## src/rtl/refseq_pkg.sv

```systemverilog
// Package: shared types for the refresh sequencer.
// Assumes: command bus encodings follow the common SDRAM truth table.
package refseq_pkg;

    // Kind of command the sequencer drives this cycle.
    typedef enum logic [1:0] {
        OP_NOP = 2'd0,
        OP_PRE = 2'd1,
        OP_REF = 2'd2
    } op_e;

    // Control states of the sequencer.
    typedef enum logic [3:0] {
        ST_IDLE    = 4'd0,
        ST_REQ     = 4'd1,
        ST_PRE     = 4'd2,
        ST_WAIT_RP = 4'd3,
        ST_REF     = 4'd4,
        ST_WAIT_RC = 4'd5,
        ST_SR_HOLD = 4'd6,
        ST_SR_STAY = 4'd7,
        ST_SR_EXIT = 4'd8
    } state_e;

    // Active-low command strobes.
    typedef struct packed {
        logic cs_n;
        logic ras_n;
        logic cas_n;
        logic we_n;
    } cmd_bus_t;

endpackage

```

## src/rtl/refseq_interval.sv

```systemverilog
// Module: refseq_interval
// Counts down the distributed-refresh interval and raises 'due' when it
// reaches zero. 'due' stays high until 'restart' reloads the count.
// 'hold' keeps the count reloaded (used while the device refreshes itself).
// Assumes: INTERVAL >= 2.
module refseq_interval #(
    parameter int INTERVAL = 780
) (
    input  logic clk,
    input  logic rst_n,
    input  logic restart,
    input  logic hold,
    output logic due
);
    localparam int IW = $clog2(INTERVAL);
    localparam logic [IW-1:0] RELOAD = IW'(INTERVAL - 1);

    logic [IW-1:0] cnt;

    // Purpose: reload on restart/hold, otherwise count down to zero and stop.
    always_ff @(posedge clk) begin
        if (!rst_n) begin
            cnt <= RELOAD;
        end else if (restart || hold) begin
            cnt <= RELOAD;
        end else if (cnt != '0) begin
            cnt <= cnt - 1'b1;
        end
    end

    assign due = (cnt == '0);

    // once due, the flag holds until the sequencer restarts the interval.
    a_r4_due_sticky: assert property (@(posedge clk) disable iff (!rst_n)
        (due && !restart && !hold) |=> due);

endmodule

```

## src/rtl/refseq_delay.sv

```systemverilog
// Module: refseq_delay
// Shared wait counter for tRP, tRC, tRAS and the self-refresh exit time.
// A load sets the remaining count; 'done' is high when it sits at zero.
// Assumes: only one wait is in progress at a time (enforced by the FSM).
module refseq_delay #(
    parameter int MAXV = 16
) (
    input  logic                       clk,
    input  logic                       rst_n,
    input  logic                       load,
    input  logic [$clog2(MAXV+1)-1:0]  load_val,
    output logic                       done
);
    localparam int DW = $clog2(MAXV + 1);

    logic [DW-1:0] cnt;

    // Purpose: load has priority; otherwise step down toward zero.
    always_ff @(posedge clk) begin
        if (!rst_n) begin
            cnt <= '0;
        end else if (load) begin
            cnt <= load_val;
        end else if (cnt != '0) begin
            cnt <= cnt - 1'b1;
        end
    end

    assign done = (cnt == '0);

    // a load never asks for more than the counter was sized for.
    a_r5_load_range: assert property (@(posedge clk) disable iff (!rst_n)
        load |-> (load_val <= DW'(MAXV)));

endmodule

```

## src/rtl/refseq_cmd_enc.sv

```systemverilog
// Module: refseq_cmd_enc
// Maps an abstract operation onto the active-low command strobes.
// Assumes: only NOP, precharge and refresh are ever requested.
module refseq_cmd_enc
    import refseq_pkg::*;
(
    input  op_e      op,
    output cmd_bus_t bus
);
    // Purpose: truth-table decode of the operation.
    always_comb begin
        unique case (op)
            OP_PRE:  bus = '{cs_n: 1'b0, ras_n: 1'b0, cas_n: 1'b1, we_n: 1'b0};
            OP_REF:  bus = '{cs_n: 1'b0, ras_n: 1'b0, cas_n: 1'b0, we_n: 1'b1};
            default: bus = '{cs_n: 1'b0, ras_n: 1'b1, cas_n: 1'b1, we_n: 1'b1};
        endcase
    end
endmodule

```

## src/rtl/sdram_refresh_seq.sv

```systemverilog
// Module: sdram_refresh_seq (top)
// Sequences distributed AUTO REFRESH and self-refresh entry/exit for one
// SDRAM rank. Every refresh from idle is: request bus -> precharge all ->
// wait T_RP -> refresh -> wait T_RC. Self refresh uses the same path with
// cke dropped on the refresh cycle, holds cke low for T_RAS and while
// lp_req is high, then drives NOP for max(T_XSR,2) cycles and refreshes.
// Assumes: timing parameters >= 2 cycles, T_RC < REF_INTERVAL, and the
// arbiter issues nothing while busy is high.
module sdram_refresh_seq
    import refseq_pkg::*;
#(
    parameter int REF_INTERVAL = 780,
    parameter int T_RP         = 3,
    parameter int T_RC         = 9,
    parameter int T_RAS        = 6,
    parameter int T_XSR        = 10
) (
    input  logic clk,
    input  logic rst_n,
    input  logic lp_req,
    input  logic arb_gnt,
    output logic arb_req,
    output logic busy,
    output logic cs_n,
    output logic ras_n,
    output logic cas_n,
    output logic we_n,
    output logic cke,
    output logic a10
);
    // Derived wait lengths (loads are length-2 for the fixed-state waits).
    localparam int XSR_CYC = (T_XSR > 2) ? T_XSR : 2;
    localparam int RP_LD   = (T_RP  > 2) ? T_RP  - 2 : 0;
    localparam int RC_LD   = (T_RC  > 2) ? T_RC  - 2 : 0;
    localparam int RAS_LD  = (T_RAS > 2) ? T_RAS - 2 : 0;
    localparam int XSR_LD  = XSR_CYC - 1;
    localparam int M1      = (RP_LD > RC_LD) ? RP_LD : RC_LD;
    localparam int M2      = (RAS_LD > XSR_LD) ? RAS_LD : XSR_LD;
    localparam int DLY_MAX = (M1 > M2) ? M1 : M2;
    localparam int DW      = $clog2(DLY_MAX + 1);

    state_e         state, state_nxt;
    logic           self_kind, self_kind_nxt;
    logic           due, dly_done, dly_load;
    logic [DW-1:0]  dly_val;
    op_e            op;
    cmd_bus_t       bus;

    refseq_interval #(.INTERVAL(REF_INTERVAL)) u_interval (
        .clk     (clk),
        .rst_n   (rst_n),
        .restart (state == ST_REF),
        .hold    (state == ST_SR_HOLD || state == ST_SR_STAY || state == ST_SR_EXIT),
        .due     (due)
    );

    refseq_delay #(.MAXV(DLY_MAX)) u_delay (
        .clk      (clk),
        .rst_n    (rst_n),
        .load     (dly_load),
        .load_val (dly_val),
        .done     (dly_done)
    );

    refseq_cmd_enc u_enc (
        .op  (op),
        .bus (bus)
    );

    // Purpose: next-state, wait loading and refresh-kind selection.
    always_comb begin
        state_nxt     = state;
        self_kind_nxt = self_kind;
        dly_load      = 1'b0;
        dly_val       = '0;
        unique case (state)
            ST_IDLE: begin
                if (due) begin
                    self_kind_nxt = 1'b0;
                    state_nxt     = ST_REQ;
                end else if (lp_req) begin
                    self_kind_nxt = 1'b1;
                    state_nxt     = ST_REQ;
                end
            end
            ST_REQ: if (arb_gnt) state_nxt = ST_PRE;
            ST_PRE: begin
                dly_load  = 1'b1;
                dly_val   = DW'(RP_LD);
                state_nxt = ST_WAIT_RP;
            end
            ST_WAIT_RP: if (dly_done) state_nxt = ST_REF;
            ST_REF: begin
                dly_load  = 1'b1;
                dly_val   = self_kind ? DW'(RAS_LD) : DW'(RC_LD);
                state_nxt = self_kind ? ST_SR_HOLD : ST_WAIT_RC;
            end
            ST_WAIT_RC: if (dly_done) state_nxt = ST_IDLE;
            ST_SR_HOLD: if (dly_done) state_nxt = ST_SR_STAY;
            ST_SR_STAY: begin
                if (!lp_req) begin
                    dly_load  = 1'b1;
                    dly_val   = DW'(XSR_LD);
                    state_nxt = ST_SR_EXIT;
                end
            end
            ST_SR_EXIT: begin
                if (dly_done) begin
                    self_kind_nxt = 1'b0;
                    state_nxt     = ST_REF;
                end
            end
            default: state_nxt = ST_IDLE;
        endcase
    end

    // Purpose: state and refresh-kind registers.
    always_ff @(posedge clk) begin
        if (!rst_n) begin
            state     <= ST_IDLE;
            self_kind <= 1'b0;
        end else begin
            state     <= state_nxt;
            self_kind <= self_kind_nxt;
        end
    end

    // Purpose: choose the command driven in the current state.
    always_comb begin
        unique case (state)
            ST_PRE:  op = OP_PRE;
            ST_REF:  op = OP_REF;
            default: op = OP_NOP;
        endcase
    end

    assign cs_n    = bus.cs_n;
    assign ras_n   = bus.ras_n;
    assign cas_n   = bus.cas_n;
    assign we_n    = bus.we_n;
    assign a10     = (op == OP_PRE);
    assign cke     = !((state == ST_REF && self_kind) ||
                       state == ST_SR_HOLD || state == ST_SR_STAY);
    assign arb_req = (state == ST_REQ);
    assign busy    = (state != ST_IDLE);

    // ---------------- embedded checks ----------------
    localparam int PW = $clog2(T_RP + 2) + 1;
    localparam int LW = $clog2(T_RAS + 2) + 1;
    logic [PW-1:0] since_pre;
    logic [LW-1:0] low_len;
    logic          is_nop;

    assign is_nop = !cs_n && ras_n && cas_n && we_n;

    // Purpose: saturating cycle counts since the last precharge and of cke low.
    always_ff @(posedge clk) begin
        if (!rst_n) begin
            since_pre <= '0;
            low_len   <= '0;
        end else begin
            if (!cs_n && !ras_n && cas_n && !we_n) since_pre <= PW'(1);
            else if (since_pre != PW'(T_RP + 1))  since_pre <= since_pre + 1'b1;
            if (cke)                                low_len <= '0;
            else if (low_len != LW'(T_RAS + 1))     low_len <= low_len + 1'b1;
        end
    end

    // a pending bus request is held until granted.
    a_r2_req_hold: assert property (@(posedge clk) disable iff (!rst_n)
        (arb_req && !arb_gnt) |=> arb_req);

    // a refresh reached from the tRP wait is exactly T_RP after precharge.
    a_r3_rp_spacing: assert property (@(posedge clk) disable iff (!rst_n)
        (state == ST_REF && $past(state) == ST_WAIT_RP) |-> (since_pre == PW'(T_RP)));

    // cke rises only after it has been low for at least T_RAS cycles.
    a_r8_cke_low_min: assert property (@(posedge clk) disable iff (!rst_n)
        $rose(cke) |-> (low_len >= LW'(T_RAS)));

    // while cke stays low, only NOP is driven.
    a_r8_low_nop: assert property (@(posedge clk) disable iff (!rst_n)
        (!cke && $past(!cke)) |-> is_nop);

    // the first two cycles after cke rises carry NOP.
    a_r9_exit_nop: assert property (@(posedge clk) disable iff (!rst_n)
        $rose(cke) |-> is_nop ##1 is_nop);

    // the arbiter sees busy whenever the bus is requested.
    a_r12_busy_req: assert property (@(posedge clk) disable iff (!rst_n)
        arb_req |-> busy);

endmodule

```

## config.mk

```make
export PLATFORM = sky130hd
export DESIGN_NAME = sdram_refresh_seq
export DESIGN_NICKNAME = d
export VERILOG_FILES = /design/src/rtl/refseq_pkg.sv /design/src/rtl/refseq_interval.sv /design/src/rtl/refseq_delay.sv /design/src/rtl/refseq_cmd_enc.sv /design/src/rtl/sdram_refresh_seq.sv
export SDC_FILE = /design/constraint.sdc
export NUM_CORES = 1
export LEC_CHECK = 0
export ABC_AREA = 1
export BUFFER_PORTS_ARGS = -buffer_cell sky130_fd_sc_hd__buf_2
export CORE_ASPECT_RATIO = 1.5
export CORE_MARGIN = 2
export CORE_UTILIZATION = 58
export DETAILED_ROUTE_END_ITERATION = 6
export GPL_TIMING_DRIVEN = 0
export HOLD_SLACK_MARGIN = 0.03
export PLACE_DENSITY = 0.84
export SKIP_LAST_GASP = 1
export SLEW_MARGIN = 0
export SYNTH_ARGS = -nofsm -noshare
export SYNTH_HDL_FRONTEND = slang
export SYNTH_SLANG_ARGS = --single-unit
export TNS_END_PERCENT = 100
```

## constraint.sdc

```tcl
create_clock -name clk -period 1.7 [get_ports clk]
set_input_delay 0 -clock clk [delete_from_list [all_inputs] [get_ports clk]]
set_output_delay 0 -clock clk [all_outputs]
set_load 0.005 [all_outputs]
```

==> flow_summary.yaml, run 1 <==
floorplan:
  start_util_pct: 59.8
  die_area_um2: 2650
  rows: 21
  die_y_um: 62.1
  coreArea_um2: 2180
  pin_count: 12
  dieWidth_um: 42.7
status:
  outcome: "completed"
placed_design:
  io_buffers: 10
  routabilityCongestion: 0.947
  hpwl_um: 2180
detailed_routing:
  detail_route.vias_per_cell: 5.45
  drt-wirelength-per-cell_um: 12.3
  vias: 1226
  wirelength_um: 2760
  postRouteAntennaNets: 0
  drtIter0Drc: 52
  drtPass1Iterations: 5
  drc_errors: 0
logic_synthesis:
  syn_area_per_cell_um2: 6.97
  synth_flop_cell: "dfxtp_1"
  synthArstFlopShare_pct: 0
  yosysWarnings: 0
  synth_nets: 198
  syn-cell-area_um2: 1300
  synth_edf_count: 0
  synthCells: 187
  synth-seq-area-share_pct: 29.2
  synth_seq_cells: 19
  ys_types: 30
job:
  maxCapViolations: 0
cells_and_area:
  num_antenna_cells: 0
  nets: 214
  drive_gt1_share_pct: 22.3
  fillers: 194
  area_growth_pct: 9.50
critical_path:
  worst_setup_path_start_kind: "flop"
  required_ns: 1.70
  critical_path.endpoint: "ras_n"
  reg2reg_slack_ns: 0.17
  rr_worst_depth: 7
  reg2reg_from: "state[2]"
  cp_max_fo: 6
  worst_setup_path_end_kind: "primary output"
  arrival_ns: 1.58
  reg2reg_to: "u_delay.cnt[0]"
  worstSetupStartpoint: "state[3]"
  critPathKind: "flop to primary output"
grt:
  grt_max_degree: 11
  grt_pass1_wl_um: 4760
  gr-usage-all-layers_pct: 23.5
  antenna_found_initial: 0
  grt_pass1_vias: 1201
  grt-ovfl-total: 0
min_path:
  worstHoldPathCells: 4
  hold_path_class: "input pin to flop"
sta:
  fin_crit_ns: 1.58
  fmax_mhz: 635
  finalHoldViolCount: 0
  finalSetupTns_ns: 0
  period_share_pct: 92.7
  rsz0062_at_grt: "yes"
  fin_worst_skew_ns: 0.000709
  slew_viol_final: 0
  finalSetupViolCount: 0
pwr:
  ir_worst_vdd_v: 0.000919
  p_per_area_nw_per_um2: 1570
  total_power_w: 0.00224
  p_leak_nw: 0.685
clock_tree:
  clockBufferDepth: 2
  cts_inserted_buffers: 3
  clk_pin_slew_ns: 0.11
  post_cts_buffers: 0
  htreeDepth: 1
  clk_latency_ns: 0.31
  cts_tree: "built"
  clock-sinks: 19
  cts_root_buffer: "clkbuf_4"
registers in the layout, summed over array words and instances, names as in the netlist:
signal	cells
self_kind	1
state	4
u_interval.cnt	10
u_delay.cnt	4
metal layers:
| metal | track usage [%] | share of wire [%] |
|---|---|---|
| met1 | 23.9 | 39 |
| met2 | 46.1 | 56 |
| met3 | 2.02 | 2.0 |
| met4 | 13.8 | 2.3 |
| met5 | 0 | 0 |
kinds of logic after synthesis:
group	after synthesis	synth area share (%)
buffers and inverters	33	10.4
muxes	1	0.768
xor gates and xnor gates	7	4.70
adders and majority gates	7	6.72
and+or+nand+nor	98	38.5
other	1	0.288
AOI/OAI and AO/OA	21	9.50
DFF	19	29.2
where the power goes:
part / internal, W / switching [W] / total, W
Clock: 0.0000918 / 0.000146 / 0.000238
Sequential: 0.000563 / 0.000110 / 0.000672
Combinational: 0.000512 / 0.000820 / 0.00133
Total: 0.00117 / 0.00108 / 0.00224
layout by cell type (no fill, tap or decap), types with 2 or more instances in the layout:
cell type	instances
nand2_4	2
nor2_2	7
nor3_1	4
nand3_1	8
nand3b_1	2
clkbuf_4	3
xnor2_1	2
inv_2	6
o21ai_1	4
buf_2	10
ha_1	7
o21ai_0	4
xor2_1	5
dfxtp_1	18
nand2_2	7
a21oi_1	7
nand4_1	10
nor2_1	20
nand2_1	32
inv_1	25
nor2_4	5
timing repair:
action | in CTS | in global routing
hold buffers | 1 | 0
pin swaps | 0 | 0
gates resized for setup | 1 | 2
endpoints found under the hold margin | 5 | 0
endpoints found under the setup margin | 1 | 7
area by class of cell:
class | instances | area [um2] | share of cell area (%)
clock buffer | 4 | 26.3 | 1.84
inverter | 31 | 116 | 8.15
timing repair buffer | 11 | 60.1 | 4.21
buffer | 2 | 18.8 | 1.31
tap | 23 | 28.8 | 2.02
multi-input combinational | 135 | 796 | 55.7
sequential | 19 | 382 | 26.7
worst min-delay path by stage:
stage                           to    from
finish              u_delay.cnt[0]  lp_req
global route        u_delay.cnt[0]  lp_req
CTS                 u_delay.cnt[0]  lp_req
detailed placement        state[1]   rst_n
global placement          state[1]   rst_n
floorplan                 state[0]   rst_n
critical path, cell delays in order, from the launching register on:
cell     delay [ns]
dfxtp_1        0.51
nor2_2         0.11
nand2_1        0.17
inv_1          0.07
ha_1           0.28
buf_2          0.13
stage by stage:
stage	cell area, um2	cells	hold slack, ns	setup WS [ns]	util (%)
6_report	1430	225	0.105	0.124	65.5
5_1_grt	1430	225	0.117	-0.00168	65.5
4_1_cts	1420	225	0.0986	0.0819	65.2
3_5_place_dp	1380	220	0.313	0.0858	63.4
3_3_place_gp	1380	220	0.308	0.0871	63.4
2_1_floorplan	1300	187	0.121	0.298	-
Yosys cell counts, types with 2 or more instances:
cell | number | area (um2)
nand2_1 | 32 | 120
inv_1 | 25 | 93.8
nor2_1 | 21 | 78.8
dfxtp_1 | 19 | 380
nand4_1 | 10 | 62.6
nand3_1 | 8 | 40.0
a21oi_1 | 7 | 35.0
ha_1 | 7 | 87.6
nand2_2 | 7 | 43.8
nor2_2 | 7 | 43.8
inv_2 | 6 | 22.5
xor2_1 | 5 | 43.8
nor2_4 | 4 | 45.0
nor3_1 | 4 | 20.0
o21ai_0 | 4 | 20.0
o21ai_1 | 4 | 20.0
nand2_4 | 2 | 22.5
nand3b_1 | 2 | 15.0
xnor2_1 | 2 | 17.5
(Power assumes the default switching activity.)
==> run 2, diff against run 1 <==
--- a/config.mk
+++ b/config.mk
@@ -11,7 +11,6 @@
 export CORE_MARGIN = 2
 export CORE_UTILIZATION = 58
 export DETAILED_ROUTE_END_ITERATION = 6
-export GPL_TIMING_DRIVEN = 0
 export HOLD_SLACK_MARGIN = 0.03
 export PLACE_DENSITY = 0.84
 export SKIP_LAST_GASP = 1
==> run 2 against run 1 <==
Core utilization decreased by 0.23 points. Combinational power hardly changed. Via count down 1.4%. Critical path depth did not move. Final area fell by 0.35%. Total power up 0.26%. Critical path type unchanged.
==> flow_summary.yaml, run 2 (same netlist as run 1, synthesis figures left out) <==
placed_design:
  io_buffers: 10
  hpwl_um: 2240
  dp.cells: 220
  preCtsSetupSlack_ns: 0.178
  routabilityCongestion: 0.957
status:
  outcome: "completed"
critical_path:
  cp_max_fo: 6
  reg2reg_to: "state[3]"
  crit_buf_inv: 2
  reg2reg_from: "u_delay.cnt[0]"
  critical_path.max_stage_delay_ns: 0.42
  arrival_ns: 1.58
  worstPathCellList: "nor2_4 -> nand3_1 -> buf_4 -> ha_1 -> buf_2"
  worst_setup_path_start_kind: "flop"
  worst_setup_path_end_kind: "primary output"
  slowest_stage: "dfxtp_1"
  reg2reg_slack_ns: 0.15
  rr_worst_depth: 8
  required_ns: 1.70
  crit_family: "flip-flops"
  critPathKind: "flop to primary output"
floorplan:
  coreArea_um2: 2180
  start_util_pct: 59.8
  pin_count: 12
  die_area_um2: 2650
  dieWidth_um: 42.7
  rows: 21
  die_y_um: 62.1
detailed_routing:
  vias: 1209
  drt-wirelength-per-cell_um: 12.3
  detail_route.vias_per_cell: 5.37
  drtPass1Iterations: 4
  postRouteAntennaNets: 0
  drtIter0Drc: 31
  wirelength_um: 2770
  drc_errors: 0
cells_and_area:
  layout_common_cells: "32 x nand2_1, 25 x inv_1, 21 x nor2_1"
  post-route-util_pct: 65.2
  final_cells: 225
  drive_gt1_share_pct: 22.3
  largest_reg_flops: 10
  layout_commonest_cell: "nand2_1"
  num_antenna_cells: 0
  area_growth_pct: 9.12
  nets: 214
  reg.largest.list: "u_interval.cnt (10), state (4), u_delay.cnt (4)"
  top_register: "u_interval.cnt"
pwr:
  p_leak_nw: 0.684
  p_per_area_nw_per_um2: 1580
  ir_worst_vdd_v: 0.000978
job:
  maxCapViolations: 0
sta:
  finalSetupViolCount: 0
  period_share_pct: 93.1
  slew_viol_final: 0
  fmax_mhz: 632
  fin_ws_ns: 0.117
  fin_worst_skew_ns: 0.00429
  hold_ws_ns: 0.102
  rsz0062_at_grt: "no"
  finalSetupTns_ns: 0
  finalHoldViolCount: 0
  fin_crit_ns: 1.58
grt:
  use_met1_pct: 24.2
  use_met3_pct: 3.47
  grt_pass1_vias: 1194
  gr-usage-all-layers_pct: 23.6
  grt-ovfl-total: 0
  grt-busiest-layer: "met2"
  grt_pass1_wl_um: 4760
  met2_usage_pct: 45.9
  grt_max_degree: 11
  antenna_found_initial: 0
min_path:
  hold_path_class: "input pin to flop"
  hold_end: "u_delay.cnt[0]"
  worstHoldStart: "lp_req"
  worstHoldPathCells: 4
clock_tree:
  cts_root_buffer: "clkbuf_4"
  clk_pin_slew_ns: 0.11
  post_cts_buffers: 0
  clockBufferDepth: 2
  clock-sinks: 19
  cts_tree: "built"
  htreeDepth: 1
  cts_inserted_buffers: 3
  clk_latency_ns: 0.29
## run 2: changes by cell type in the layout (fill, tap and decap cells not counted)
cell and delta:
nor2_1 +1, dfxtp_1 -1, dfxtp_2 +1, buf_4 +1, nor2_2 -1, buf_6 -1
## run 2: cell type report
cell class / count / area (um2)
multi-input cells: 135 / 793
fillers: 183 / 758
flip-flops and latches: 19 / 383
inverters: 31 / 116
repair buffers: 13 / 75.1
well taps: 23 / 28.8
clock buffers: 4 / 26.3
## run 2: power breakdown
group	total (W)	internal, W	leakage [nW]	switching, W
Combinational	0.00132	0.000514	0.512	0.000809
Sequential	0.000698	0.000565	0.157	0.000133
Clock	0.000228	0.0000913	0.0150	0.000136
## run 2: how the worst max path moves through the flow
stage / from / end / slack [ns] / cells past startpoint
after floorplan: state[2] / u_delay.cnt[2] / 0.30 / 8
after global placement: u_delay.cnt[0] / state[2] / 0.24 / 8
after detailed placement: u_delay.cnt[0] / state[1] / 0.18 / 8
after CTS: state[3] / ras_n / 0.07 / 5
after global routing: state[3] / we_n / 0.01 / 7
final: state[3] / ras_n / 0.12 / 5
## run 2: layer usage
metal | part of all wire [%] | wire length [um]
met1 | 41 | 1130
met2 | 54 | 1500
met3 | 2.7 | 75
met4 | 2.7 | 76
met5 | 0 | 0
## run 2: worst register-to-register path, delay by kind of cell, from the launching register on
family | cells | cell delay [ns]
and+or+nand+nor | 5 | 0.67
DFF | 1 | 0.34
AOI/OAI and AO/OA | 1 | 0.21
adders and majority gates | 1 | 0.19
buffers and inverters | 1 | 0.09
## run 2: what timing repair did
item | CTS | global route
hold buffers | 1 | 0
endpoints found under the setup margin | 0 | 3
resized for setup | 0 | 3
hold endpoints to repair | 4 | 0
## run 2: per-stage QoR
step                      area [um2]  power (W)
after floorplan                 1300    0.00169
after global placement          1380    0.00194
after detailed placement        1380    0.00200
after CTS                       1420    0.00223
after global routing            1420    0.00245
final                           1420    0.00225
